## src/rtl/sflash_pkg.sv

```systemverilog
package sflash_pkg;

    typedef enum logic [3:0] {
        C_BAD, C_WREN, C_WRDI, C_RDID, C_RDSR, C_WRSR,
        C_WRLR, C_RDLR, C_READ, C_FAST, C_DOFR
    } cmd_t;

    typedef enum logic [2:0] {
        PH_OP, PH_ADDR, PH_DUMMY, PH_DATA, PH_IGN
    } phase_t;

    typedef struct packed {
        cmd_t kind;
        logic has_addr;
        logic has_dummy;
        logic is_read;
        logic is_write;
        logic needs_data;
        logic dual;
        logic gated;      // refused while busy
    } op_info_t;

    function automatic op_info_t decode_op(input logic [7:0] op);
        op_info_t r;
        r = '0;
        r.kind = C_BAD;
        case (op)
            8'h06: begin r.kind = C_WREN; r.is_write = 1'b1; end
            8'h04: begin r.kind = C_WRDI; r.is_write = 1'b1; end
            8'h9F, 8'h9E: begin r.kind = C_RDID; r.is_read = 1'b1; end
            8'h05: begin r.kind = C_RDSR; r.is_read = 1'b1; end
            8'h01: begin r.kind = C_WRSR; r.is_write = 1'b1; r.needs_data = 1'b1; end
            8'hE5: begin
                r.kind = C_WRLR; r.is_write = 1'b1; r.needs_data = 1'b1; r.has_addr = 1'b1;
            end
            8'hE8: begin
                r.kind = C_RDLR; r.is_read = 1'b1; r.has_addr = 1'b1; r.gated = 1'b1;
            end
            8'h03: begin
                r.kind = C_READ; r.is_read = 1'b1; r.has_addr = 1'b1; r.gated = 1'b1;
            end
            8'h0B: begin
                r.kind = C_FAST; r.is_read = 1'b1; r.has_addr = 1'b1; r.gated = 1'b1;
                r.has_dummy = 1'b1;
            end
            8'h3B: begin
                r.kind = C_DOFR; r.is_read = 1'b1; r.has_addr = 1'b1; r.gated = 1'b1;
                r.has_dummy = 1'b1; r.dual = 1'b1;
            end
            default: r.kind = C_BAD;
        endcase
        return r;
    endfunction

    function automatic logic is_array(input cmd_t k);
        return (k == C_READ) || (k == C_FAST) || (k == C_DOFR);
    endfunction

endpackage

```

## src/rtl/sflash_edges.sv

```systemverilog
module sflash_edges (
    input  logic clk,
    input  logic rst,
    input  logic sclk,
    input  logic cs_n,
    output logic sck_rise,
    output logic sck_fall,
    output logic cs_rise
);
    logic sclk_q;
    logic cs_q;

    always_ff @(posedge clk) begin
        if (rst) begin
            sclk_q <= 1'b0;
            cs_q   <= 1'b1;
        end else begin
            sclk_q <= sclk;
            cs_q   <= cs_n;
        end
    end

    assign sck_rise = sclk & ~sclk_q & ~cs_n;
    assign sck_fall = ~sclk & sclk_q & ~cs_n;
    assign cs_rise  = cs_n & ~cs_q;
endmodule

```

## src/rtl/sflash_status.sv

```systemverilog
module sflash_status #(
    parameter int WR_CYCLES = 200
) (
    input  logic       clk,
    input  logic       rst,
    input  logic       set_wel,
    input  logic       clr_wel,
    input  logic       wr_stat,
    input  logic [5:0] wdata,
    input  logic       ext_busy,
    output logic       busy,
    output logic       wel,
    output logic [5:0] prot
);
    localparam int TW = $clog2(WR_CYCLES + 1);
    logic [TW-1:0] timer;

    always_ff @(posedge clk) begin
        if (rst) begin
            timer <= '0;
            wel   <= 1'b0;
            prot  <= '0;
        end else begin
            if (wr_stat) begin
                prot  <= wdata;
                timer <= TW'(WR_CYCLES);
                wel   <= 1'b0;
            end else begin
                if (timer != '0) timer <= timer - 1'b1;
                if (clr_wel) wel <= 1'b0;
                else if (set_wel) wel <= 1'b1;
            end
        end
    end

    assign busy = ext_busy | (timer != '0);


    wrsr_busy_chk: assert property (@(posedge clk) disable iff (rst) wr_stat |=> busy);

    wrsr_wel_clear_chk: assert property (@(posedge clk) disable iff (rst) wr_stat |=> !wel);

    wel_set_chk: assert property (@(posedge clk) disable iff (rst)
        (set_wel && !wr_stat && !clr_wel) |=> wel);
endmodule

```

## src/rtl/sflash_outshift.sv

```systemverilog
module sflash_outshift (
    input  logic       clk,
    input  logic       rst,
    input  logic       load,
    input  logic       shift,
    input  logic       dual,
    input  logic [7:0] din,
    output logic [1:0] dq
);
    logic [7:0] sr;

    always_ff @(posedge clk) begin
        if (rst) begin
            sr <= '0;
            dq <= '0;
        end else if (load) begin
            if (dual) begin
                dq <= din[7:6];
                sr <= {din[5:0], 2'b00};
            end else begin
                dq <= {din[7], 1'b0};
                sr <= {din[6:0], 1'b0};
            end
        end else if (shift) begin
            if (dual) begin
                dq <= sr[7:6];
                sr <= {sr[5:0], 2'b00};
            end else begin
                dq <= {sr[7], 1'b0};
                sr <= {sr[6:0], 1'b0};
            end
        end
    end
endmodule

```

## src/rtl/sflash_cmd_engine.sv

```systemverilog
module sflash_cmd_engine
    import sflash_pkg::*;
#(
    parameter int                  ADDR_BYTES = 3,
    parameter int                  ID_BYTES   = 3,
    parameter logic [8*ID_BYTES-1:0] DEV_ID   = 24'h5AB317,
    parameter int                  WR_CYCLES  = 200
) (
    input  logic                    clk,
    input  logic                    rst,
    input  logic                    sclk,
    input  logic                    cs_n,
    input  logic                    dq0_in,
    output logic [1:0]              dq_out,
    output logic [1:0]              dq_oe,
    input  logic                    ext_busy,
    output logic [8*ADDR_BYTES-1:0] mem_addr,
    output logic                    mem_rd,
    output logic                    lk_rd,
    output logic                    lk_wr,
    output logic [7:0]              lk_wdata,
    input  logic [7:0]              rdata
);
    localparam int AW  = 8 * ADDR_BYTES;
    localparam int ABW = (ADDR_BYTES > 1) ? $clog2(ADDR_BYTES) : 1;
    localparam int IDW = $clog2(ID_BYTES + 1);

    logic sck_rise, sck_fall, cs_rise;
    logic busy, wel;
    logic [5:0] prot;

    phase_t   phase;
    op_info_t info, dec;
    logic [2:0]     bitcnt, clk_cnt, rcnt, ocnt, last_r;
    logic [6:0]     in_sr;
    logic [7:0]     in_byte, wbyte, src;
    logic [AW-2:0]  addr_sr;
    logic [AW-1:0]  addr_next;
    logic [ABW-1:0] abyte;
    logic [IDW-1:0] id_idx;
    logic           got, rd_phase, wr_ok;
    logic           do_wren, do_wrdi, do_wrsr, do_wrlr;
    logic [7:0]     id_arr [ID_BYTES+1];

    sflash_edges u_edges (
        .clk(clk), .rst(rst), .sclk(sclk), .cs_n(cs_n),
        .sck_rise(sck_rise), .sck_fall(sck_fall), .cs_rise(cs_rise)
    );

    // identification bytes, most significant first, then zero
    for (genvar i = 0; i < ID_BYTES; i++) begin : g_id
        assign id_arr[i] = DEV_ID[8*(ID_BYTES-1-i) +: 8];
    end
    assign id_arr[ID_BYTES] = 8'h00;

    assign in_byte   = {in_sr, dq0_in};
    assign addr_next = {addr_sr, dq0_in};
    assign dec       = decode_op(in_byte);
    assign rd_phase  = (phase == PH_DATA) && info.is_read;
    assign last_r    = info.dual ? 3'd3 : 3'd7;

    // write-type commit on chip select rising at a byte boundary
    assign wr_ok   = cs_rise && (phase == PH_DATA) && info.is_write && (clk_cnt == 3'd0)
                     && (!info.needs_data || got);
    assign do_wren = wr_ok && (info.kind == C_WREN);
    assign do_wrdi = wr_ok && (info.kind == C_WRDI);
    assign do_wrsr = wr_ok && (info.kind == C_WRSR) && wel && !busy;
    assign do_wrlr = wr_ok && (info.kind == C_WRLR) && wel && !busy;

    sflash_status #(.WR_CYCLES(WR_CYCLES)) u_status (
        .clk(clk), .rst(rst),
        .set_wel(do_wren), .clr_wel(do_wrdi | do_wrlr),
        .wr_stat(do_wrsr), .wdata(wbyte[7:2]), .ext_busy(ext_busy),
        .busy(busy), .wel(wel), .prot(prot)
    );

    always_comb begin
        case (info.kind)
            C_RDSR:  src = {prot, wel, busy};
            C_RDID:  src = id_arr[id_idx];
            default: src = rdata;
        endcase
    end

    sflash_outshift u_out (
        .clk(clk), .rst(rst),
        .load (sck_fall && rd_phase && (ocnt == 3'd0)),
        .shift(sck_fall && rd_phase && (ocnt != 3'd0)),
        .dual(info.dual), .din(src), .dq(dq_out)
    );

    assign dq_oe = (rd_phase && !cs_n) ? (info.dual ? 2'b11 : 2'b10) : 2'b00;

    always_ff @(posedge clk) begin
        mem_rd <= 1'b0;
        lk_rd  <= 1'b0;
        lk_wr  <= 1'b0;
        if (rst) begin
            phase    <= PH_OP;
            info     <= '0;
            bitcnt   <= '0;
            clk_cnt  <= '0;
            rcnt     <= '0;
            ocnt     <= '0;
            in_sr    <= '0;
            addr_sr  <= '0;
            abyte    <= '0;
            id_idx   <= '0;
            got      <= 1'b0;
            wbyte    <= '0;
            mem_addr <= '0;
            lk_wdata <= '0;
        end else begin
            if (do_wrlr) begin
                lk_wr    <= 1'b1;
                lk_wdata <= wbyte;
            end
            if (cs_n) begin
                phase   <= PH_OP;
                bitcnt  <= '0;
                clk_cnt <= '0;
                rcnt    <= '0;
                ocnt    <= '0;
                abyte   <= '0;
                id_idx  <= '0;
                got     <= 1'b0;
            end else begin
                if (sck_rise) begin
                    clk_cnt <= clk_cnt + 3'd1;
                    if (!rd_phase) begin
                        bitcnt <= bitcnt + 3'd1;
                        in_sr  <= in_byte[6:0];
                    end
                    case (phase)
                        PH_OP: if (bitcnt == 3'd7) begin
                            info <= dec;
                            if (dec.kind == C_BAD || (busy && dec.gated)) phase <= PH_IGN;
                            else if (dec.has_addr) phase <= PH_ADDR;
                            else phase <= PH_DATA;
                        end
                        PH_ADDR: begin
                            addr_sr <= addr_next[AW-2:0];
                            if (bitcnt == 3'd7) begin
                                if (abyte == ABW'(ADDR_BYTES - 1)) begin
                                    abyte    <= '0;
                                    mem_addr <= addr_next;
                                    if (is_array(info.kind)) mem_rd <= 1'b1;
                                    if (info.kind == C_RDLR) lk_rd <= 1'b1;
                                    phase <= info.has_dummy ? PH_DUMMY : PH_DATA;
                                end else begin
                                    abyte <= abyte + 1'b1;
                                end
                            end
                        end
                        PH_DUMMY: if (bitcnt == 3'd7) phase <= PH_DATA;
                        PH_DATA: begin
                            if (info.is_read) begin
                                if (rcnt == last_r) begin
                                    rcnt <= '0;
                                    if (is_array(info.kind)) begin
                                        mem_addr <= mem_addr + 1'b1;
                                        mem_rd   <= 1'b1;
                                    end
                                    if (info.kind == C_RDID && id_idx < IDW'(ID_BYTES))
                                        id_idx <= id_idx + 1'b1;
                                end else begin
                                    rcnt <= rcnt + 3'd1;
                                end
                            end else if (bitcnt == 3'd7 && !got) begin
                                got   <= 1'b1;
                                wbyte <= in_byte;
                            end
                        end
                        default: ;
                    endcase
                end
                if (sck_fall && rd_phase)
                    ocnt <= (ocnt == last_r) ? 3'd0 : ocnt + 3'd1;
            end
        end
    end


    rd_strobe_pulse_chk: assert property (@(posedge clk) disable iff (rst) mem_rd |=> !mem_rd);

    lock_commit_chk: assert property (@(posedge clk) disable iff (rst)
        lk_wr |-> ($past(cs_n) && !$past(cs_n, 2)));

    lock_rd_pulse_chk: assert property (@(posedge clk) disable iff (rst) lk_rd |=> !lk_rd);
endmodule

```

## config.mk

```make
export PLATFORM = sky130hd
export DESIGN_NAME = sflash_cmd_engine
export DESIGN_NICKNAME = d
export VERILOG_FILES = /design/src/rtl/sflash_pkg.sv /design/src/rtl/sflash_edges.sv /design/src/rtl/sflash_status.sv /design/src/rtl/sflash_outshift.sv /design/src/rtl/sflash_cmd_engine.sv
export SDC_FILE = /design/constraint.sdc
export NUM_CORES = 1
export LEC_CHECK = 0
export ABC_CLOCK_PERIOD_IN_PS = 2700
export BUFFER_PORTS_ARGS = -buffer_cell sky130_fd_sc_hd__buf_4
export CAP_MARGIN = 20
export CORE_MARGIN = 4
export CORE_UTILIZATION = 54
export DETAILED_ROUTE_END_ITERATION = 6
export PLACE_DENSITY = 0.76
export SLEW_MARGIN = 40
export SYNTH_ARGS = -nofsm -noshare
export SYNTH_HDL_FRONTEND = slang
export SYNTH_HIERARCHICAL = 1
export SYNTH_SLANG_ARGS = --single-unit
```

## constraint.sdc

```tcl
create_clock -name clk -period 2.7 [get_ports clk]
set_clock_uncertainty 0.1 [all_clocks]
set_input_delay 0.135 -clock clk [delete_from_list [all_inputs] [get_ports clk]]
set_output_delay 0.135 -clock clk [all_outputs]
set_load 0.01 [all_outputs]
```

; Yosys cells after proc, flatten, opt, wreduce, memory -nomap -nowiden
; Cells that the tools add are included.
[word_totals]
regBits = 129
in_bits = 14
output_inout_bits = 39
wordCells = 204
[classes]
n_addsub = 8
n_lt_le_gt_ge = 2
eq_ne = 35
n_mux = 50
bitwise = 18
n_reduce_logical = 61
[ops]
columns = op, count
row1 = two-way mux 24 bit, 5
row2 = two-way mux 8 bit, 8
row3 = one-hot mux 24 bit (2 select lines), 1
row4 = one-hot mux 4 bit (10 select lines), 1
row5 = "equality test 8 bit, second input constant", 4
row6 = "adder 24 x 1 -> 24 bit, second input constant", 1
row7 = "equality test 8 x 3 -> 1 bit, second input constant", 3
row8 = two-way mux 3 bit, 8
row9 = logical AND 1 bit, 20
row10 = two-way mux 1 bit, 18
row11 = binary-select mux 8 bit (select 2 bit), 1
row12 = "equality test 4 x 3 -> 1 bit, second input constant", 4
row13 = one-hot mux 8 bit (2 select lines), 1
row14 = "adder 3 x 1 -> 3 bit, second input constant", 4
row15 = "equality test 4 bit, second input constant", 3
row16 = AND reduction 3 bit, 4
row17 = two-way mux 2 bit, 5
row18 = "inequality test 2 bit, second input constant", 5
row19 = inverter 1 bit, 10
row20 = AND reduction 5 bit, 2
row21 = OR reduction 2 bit, 5
row22 = logical NOT 3 bit, 3
row23 = one-hot mux 3 bit (3 select lines), 1
row24 = "equality test 4 x 2 -> 1 bit, second input constant", 2
row25 = other kinds (34), 55

; Longest topological paths before layout
; Gate-level depths: netlist (run 1).
[logic_depth]
depth_word = 11
depth_mapped = 10
mapped_depth_nobuf = 9

; Hierarchy
; The synthesis (run 1) kept the hierarchy.
[by_module_without_submodules]
columns = mod, n_inst, cells_each, area_per_inst_um2, seq_area_each_um2
row1 = sflash_cmd_engine, 1, 642, 5258.8, 2042.0
row2 = sflash_status, 1, 74, 675.6, 300.3
row3 = sflash_outshift, 1, 43, 450.4, 180.2
row4 = sflash_edges, 1, 7, 73.8, 40.0

; Worst setup path before layout (run 1)
; OpenSTA, ideal clock, no wires.
[synth_path]
path_type = reg-to-reg
start = register u_status.timer[0]
end = register u_status.wel
setup_time_ns = 0.133
arrival_ns = 2.770
required_time_ns = 2.467
setup_slack_ns = -0.303
path_stages_with_launch = 11
n_path_buf = 2
period_less_slack_ns = 3.003
path_cell_list = dfxtp_1 > inv_1 > ha_1 > or3b_2 > or3_1 > nor4bb_1 > nor3b_1 > clkbuf_1 > or2_2 > clkbuf_1 > nor3_1
[synth_between]
word_cells_on_any_way = 7
cone_classes = bitwise: 2 / reduce/logical: 5
[synth_rtl]
columns = element, line_no
row1 = from (decl), sflash_status.sv:16  ; logic [TW-1:0] timer;
row2 = from (signal assigned), sflash_status.sv:26  ; timer <= TW'(WR_CYCLES);
row3 = from (signal assigned), sflash_status.sv:29  ; if (timer != '0) timer <= timer - 1'b1;
row4 = nonzero test 8 bit, sflash_status.sv:36  ; assign busy = ext_busy | (timer != '0);
row5 = OR 1 bit, sflash_status.sv:36
row6 = named net busy, sflash_cmd_engine.sv:29  ; logic busy, wel;
row7 = logical NOT 1 bit, sflash_cmd_engine.sv:67  ; assign do_wrsr = wr_ok && (info.kind == C_WRSR) && wel && !busy;
row8 = logical AND 1 bit, sflash_cmd_engine.sv:67
row9 = named net do_wrsr, sflash_cmd_engine.sv:42  ; logic do_wren, do_wrdi, do_wrsr, do_wrlr;
row10 = OR reduction 3 bit (no line), n/a
row11 = to (signal assigned), sflash_status.sv:27  ; wel <= 1'b0;
row12 = to (signal assigned), sflash_status.sv:30  ; if (clr_wel) wel <= 1'b0;
row13 = to (signal assigned), sflash_status.sv:31  ; else if (set_wel) wel <= 1'b1;
row14 = to (decl), sflash_status.sv:12  ; output logic wel,
; The timed path passes the listed nets, and every way through them passes these cells.
; A chain may end at the register's enable or synchronous reset.

; Worst setup path after layout (run 1)
[layout_path]
start = register u_status.timer[0]
end = register u_status.timer[3]
[layout_between]
elab_chain_len = 5
word_cells_on_any_way = 8
cone_classes = add/sub: 1 / mux: 2 / bitwise: 1 / reduce/logical: 4
[layout_lines]
columns = element, line_no
row1 = nonzero test 8 bit *, sflash_status.sv:36
row2 = OR 1 bit *, sflash_status.sv:36
row3 = named net busy, sflash_cmd_engine.sv:29
row4 = logical NOT 1 bit *, sflash_cmd_engine.sv:67
row5 = logical AND 1 bit *, sflash_cmd_engine.sv:67
row6 = named net do_wrsr, sflash_cmd_engine.sv:42
row7 = two-way mux 8 bit / nonzero test 2 bit (equally long branches), n/a
; Mark *: on every way through the listed nets, which the timed path passes. The rest lies on a longest branch. The select of a mux whose other input is x is not followed.

==> results of run 1 <==
==> metal layers <==
layer	up-vias	GRT usage, %	share of wire (%)
met5	-	0	0
met4	0	7.551	1.7
met1	2830	31.56	46
met2	176	36.67	47
li1	2876	-	-
met3	26	5.967	4.9
==> final timing paths <==
| path | start | end | slack [ps] | cells past startpoint |
|---|---|---|---|---|
| max | u_status/timer[0] | u_status/timer[3] | 100 | 10 |
| min | rdata[0] | u_out/sr[1] | 70 | 5 |
| max reg2reg | u_status/timer[0] | u_status/timer[3] | 100 | 10 |
| min reg2reg | addr_sr[22] | addr_sr[22] | 360 | 2 |
==> synthesized netlist by cell type (5+ instances only) <==
cell	number	area [µm²]
dfxtp_1	128	2562
nand2_1	83	311.6
nor2_1	80	300.3
a21oi_1	66	330.3
mux2i_1	45	450.4
clkbuf_1	32	120.1
nor3_1	27	135.1
o21ai_0	24	120.1
inv_1	19	71.32
nand3_1	19	95.09
a211oi_1	15	112.6
ha_1	15	187.7
nand2b_1	13	81.33
buf_2	11	55.05
nand3b_1	10	75.07
nand4_1	10	62.56
nor4_1	10	62.56
or3_1	9	56.30
or4_1	9	67.56
nor2b_1	8	50.05
nor3b_1	8	60.06
a221o_1	6	60.06
a31oi_1	6	37.54
o32ai_1	6	52.55
a21o_1	5	37.54
o221ai_1	5	43.79
or2_2	5	31.28
xnor2_1	5	43.79
xor2_1	5	43.79
==> kinds of logic after synthesis <==
family          share of synthesized area (%)
compound gates                          16.97
buf+inv                                 4.456
mux                                     7.148
xor+xnor                                1.356
fa+ha+maj                               2.906
flops                                   39.67
simple gates                            27.49
==> repair_timing <==
| action | CTS | global route |
|---|---|---|
| hold buffers | 3 | 0 |
| gates cloned | 0 | 0 |
| buffers inserted | 1 | 1 |
| resized for setup | 6 | 7 |
| setup endpoints to repair | 21 | 21 |
| pin swaps | 4 | 4 |
| endpoints found under the hold margin | 4 | 0 |
==> power breakdown <==
| group | total [mW] | internal [mW] | switching [mW] |
|---|---|---|---|
| clock network | 2.38 | 1.54 | 0.843 |
| logic | 0.602 | 0.305 | 0.298 |
| registers | 2.00 | 1.94 | 0.0523 |
==> per-stage QoR <==
stage               hold WS (ps)  instances  area, µm²  power [mW]  util (%)
finish                     67.12        976       7794       4.977     67.39
global route               58.97        976       7794       5.161     67.39
CTS                        40.18        975       7760       4.942     67.10
detailed placement         276.6        939       7066       2.549     61.09
global placement           265.7        939       7066       2.532     61.09
floorplan                  106.6        766       6475       2.361         -
==> final cells by class <==
type                       instances  area, µm²
sequential                       128       2566
clock inverter                    15      193.9
clock buffer                      17      425.4
fill                             917       3771
tap                              143      178.9
inverter                          19      71.32
multi-input combinational        569       3684
timing repair buffer              85      674.4
==> worst reg2reg max path, cell delays in order (launching register included) <==
cell	delay [ps]
dfxtp_2	320
inv_2	80
ha_4	140
or3b_4	370
or3_4	360
nor4bb_4	310
nor3b_2	270
buf_6	190
nor2_1	80
a21oi_1	150
o311a_1	170
==> flip-flops by register name (all words and copies together), names as in the netlist, 3 cells and up <==
name / count
bitcnt: 3
rcnt: 3
lk_wdata: 8
ocnt: 3
addr_sr: 23
u_out/sr: 7
clk_cnt: 3
mem_addr: 24
u_status/timer: 8
u_status/prot: 6
in_sr: 7
phase: 3
wbyte: 8
info: 9
==> flow_summary.ini, run 1 <==
[synthesis]
seq_area_frac_synth_pct = 39.67
syn_area_mm2 = 0.006459
ys_ff_latch = 128
syn_area_per_cell_um2 = 8.432
yosys_warnings = 6
syn_inst = 766
synthArstFlopShare_pct = 0
synth_cell_types = 74
synth_edf_count = 0
syn_nets = 795
synthFlopType = dfxtp_1

[global_route]
grt_pass1_wl_um = 27080
grt_use_total_pct = 23.35
grt_max_degree = 73
antenna_found_initial = 0
grt_pass1_vias = 5541
grt-ovfl-total = 0

[die]
start_util_pct = 55.85
rows = 39
fp.dieW_um = 117.4
die_h_um = 117.4
core-area_mm2 = 0.01156
ios = 53
die_area_mm2 = 0.01377

[cts]
cts-root-buf = clkbuf_16
numCtsBuffers = 17
clk_pin_slew_ps = 60
cts_tree = built
cts_max_level = 4
clock_sinks = 128
clockBufferDepth = 2
clock_latency_ps = 410

[hold_path]
worst_hold_path_type = primary input to flop

[timing]
finalHoldViolCount = 0
period_share_pct = 96.35
setup_ws_ps = 98.46
relSlewSlack_pct = 51.06
tightestPinTransition_ps = 734.0
post-route-min-period_ps = 2602
tns_ps = 0
finalSetupViolations = 0
fmax_mhz = 384.4
drv_slew = 0

[finish]
layout_commonest_cell = dfxtp_1
fin_nets = 849
insertedDiodeCount = 0
layout-drive-gt1-share_pct = 18.37
area_growth_pct = 20.67
final_cell_mix = dfxtp_1 (125), nand2_1 (83), nor2_1 (80), buf_4 (79), a21oi_1 (66)

[placed_design]
dp_slack_ps = -145.1
gp_congestion = 0.8390
port_buffers = 52
hpwl_um = 11170

[worst_setup_path]
path_cells = inv_2 > ha_4 > or3b_4 > or3_4 > nor4bb_4 > nor3b_2 > buf_6 > nor2_1 > a21oi_1 > o311a_1
start_kind = flop
required_ps = 2960
cp_data_arrival_time_ps = 2860
critPathBufInv = 2
cp_slowest_cell = or3b_4
crit_family = simple AND/OR/NAND/NOR gates
worstPathMaxFanout = 10
setup.worst_path.class = flop to flop
critPathMaxStageDelay_ps = 370
critPathCaptureType = flop

[power]
leakage_nw = 2.830
power_density_mw_per_mm2 = 638.6
ir_worst_vdd_v = 0.0004328

[drt]
detail_route.first_pass.iterations = 5
ant_nets = 0
vias = 5908
via_per_inst = 6.053
initialDrtViolationCount = 666
drc_errors = 0
wire_per_inst_um = 16.62
routed_wl_um = 16220

[run_status]
status = finished clean

[flow_run]
cap_violations = 0
Power figures use the tool's default switching activity.
==> run 2: changes to the inputs <==
--- a/config.mk
+++ b/config.mk
@@ -15,5 +15,4 @@
 export SLEW_MARGIN = 40
 export SYNTH_ARGS = -nofsm -noshare
 export SYNTH_HDL_FRONTEND = slang
-export SYNTH_HIERARCHICAL = 1
 export SYNTH_SLANG_ARGS = --single-unit
==> run 2 against run 1 <==
Net effect:
- area after synthesis up 0.45%
- first-iteration DRC count down 2.9%
- routed wire length up 5.0%
- critical path type unchanged
- highest routed layer unchanged
==> flow_summary.ini, run 2 <==
[finish]
layout-drive-gt1-share_pct = 15.75
largest_reg_flops = 24
final_cell_mix = dfxtp_1 (128), nand2_1 (109), nor2_1 (82), buf_4 (72), a21oi_1 (60)
final_util_pct = 66.02
area_growth_pct = 17.69
insertedDiodeCount = 0
largest-register = mem_addr
layout_commonest_cell = dfxtp_1
fin_nets = 847
reg.largest.list = mem_addr x24, addr_sr x23, info x9

[worst_setup_path]
setup.worst_path.class = flop to flop
required_ps = 2890
critPathCaptureType = flop
start_kind = flop
worstPathMaxFanout = 10
cp_data_arrival_time_ps = 2530

[timing]
post-route-min-period_ps = 2340
drv_slew = 0
tns_ps = 0
setup_ws_ps = 360.3
period_share_pct = 86.66
finalSetupViolations = 0
relSlewSlack_pct = 57.39
fmax_mhz = 427.4
tightestPinTransition_ps = 637.6
finalHoldViolCount = 0
grt_setup_unrepaired = no

[synthesis]
synth_compound_area_share_pct = 19.52
synthFlopType = dfxtp_1
synth_simple_gate_area_share_pct = 27.46
synthArstFlopShare_pct = 0
yosysTopAreaCellShare_pct = 39.50
syn_nets = 808
synth_common_cells = dfxtp_1 (128), nand2_1 (109), nor2_1 (83)
synthAdderAreaFrac_pct = 2.700
syn_inst = 780
syn_area_mm2 = 0.006487
syn_area_per_cell_um2 = 8.317
yosys_warnings = 0
synth_edf_count = 0
synthTopCellsByArea = dfxtp_1 (39%), nand2_1 (6.3%), mux2i_1 (4.9%), nor2_1 (4.8%), a21oi_1 (4.6%)
yosysTopAreaCell = dfxtp_1
synth_top_family_by_area = simple AND/OR/NAND/NOR gates
synth_cell_types = 83
ys_ff_latch = 128
seq_area_frac_synth_pct = 39.50
synth_xor_area_share_pct = 1.485
synth.most_common_cell = dfxtp_1
muxShareOfSynthArea_pct = 4.937

[global_route]
grt_use_total_pct = 24.21
grt_max_degree = 51
grt-ovfl-total = 0
grt_pass1_vias = 5549
antenna_found_initial = 0
grt_pass1_wl_um = 27720

[placed_design]
dp_slack_ps = 372.7
gp_congestion = 0.8717
port_buffers = 52
hpwl_um = 11580

[flow_run]
cap_violations = 0

[die]
ios = 53
core-area_mm2 = 0.01156
die_area_mm2 = 0.01383
start_util_pct = 56.10
die_h_um = 117.6
fp.dieW_um = 117.6
rows = 39

[drt]
detail_route.first_pass.iterations = 5
vias = 6093
drc_errors = 0
routed_wl_um = 17030
via_per_inst = 6.249
wire_per_inst_um = 17.46
ant_nets = 0
initialDrtViolationCount = 647

[cts]
clk_pin_slew_ps = 60
clock_latency_ps = 420
clock_sinks = 128
cts_max_level = 4
post_cts_resized = 0
cts-root-buf = clkbuf_16
cts_setup_buffers = 0
cts-hold-fix-buffers = 2
numCtsBuffers = 17
cts_tree = built
clockBufferDepth = 2

[power]
leakage_nw = 2.863
design_power_total_mw = 4.803
power_density_mw_per_mm2 = 629.1
ir_worst_vdd_v = 0.0004947

[run_status]
status = finished clean

[hold_path]
worst_hold_path_type = primary input to flop
-- run 2: cell count changes after synthesis, sizes merged, moves of 9 or more --
cell / before / now
nor3: 28 / 18
mux2i: 45 / 32
nand3: 21 / 33
a31oi: 6 / 15
nand2: 83 / 109
a2111oi: 2 / 13
-- run 2: power by group --
group          switching, mW  internal [mW]
Clock                  0.878           1.55
Combinational          0.227          0.167
Sequential            0.0507           1.93
Total                   1.16           3.65
-- run 2: worst paths after layout --
check             cells past startpoint                to               from  slack [ps]
setup reg to reg                      7  u_status.prot[5]  u_status.timer[0]         360
setup / recovery                      7  u_status.prot[5]  u_status.timer[0]         360
hold / removal                        3               got               cs_n          50
hold reg to reg                       2       u_out.dq[0]        u_out.dq[0]         360
-- run 2: area by class of cell --
| cell class | instances | area (µm²) |
|---|---|---|
| inverter | 17 | 63.81 |
| tap | 143 | 178.9 |
| multi-input combinational | 581 | 3650 |
| timing repair buffer | 74 | 560.5 |
| fill | 967 | 3930 |
| clock buffer | 19 | 432.9 |
| sequential | 128 | 2562 |
| clock inverter | 13 | 186.4 |
-- run 2: cells by family after synthesis --
logic type / after synthesis
AND/OR/NAND/NOR: 338
AO/OA/AOI/OAI: 186
flip-flops: 128
buffers and inverters: 71
multiplexers: 32
adder cells (fa/ha/maj): 14
XOR/XNOR: 11
-- run 2: metal layers --
metal  global-route usage, %  wire, µm
met5                       0         0
met2                   37.01      7866
met4                   10.77       395
met1                   32.64      7606
met3                   5.622      1158
-- run 2: through the flow --
step / hold WS [ps] / cell area [µm²] / cells
5_1_grt: 59.59 / 7635 / 975
4_1_cts: 27.96 / 7632 / 975
3_5_place_dp: 339.3 / 6993 / 941
6_report: 51.25 / 7635 / 975
2_1_floorplan: 163.2 / 6487 / 780
3_3_place_gp: 323.0 / 6993 / 941
-- run 2: critical path, stage by stage (launching register included) --
cell and delay (ps):
dfxtp_1 310, inv_1 90, ha_1 200, or4b_4 530, nor3_4 280, nand4_2 360, mux2i_1 270, nor2_1 60
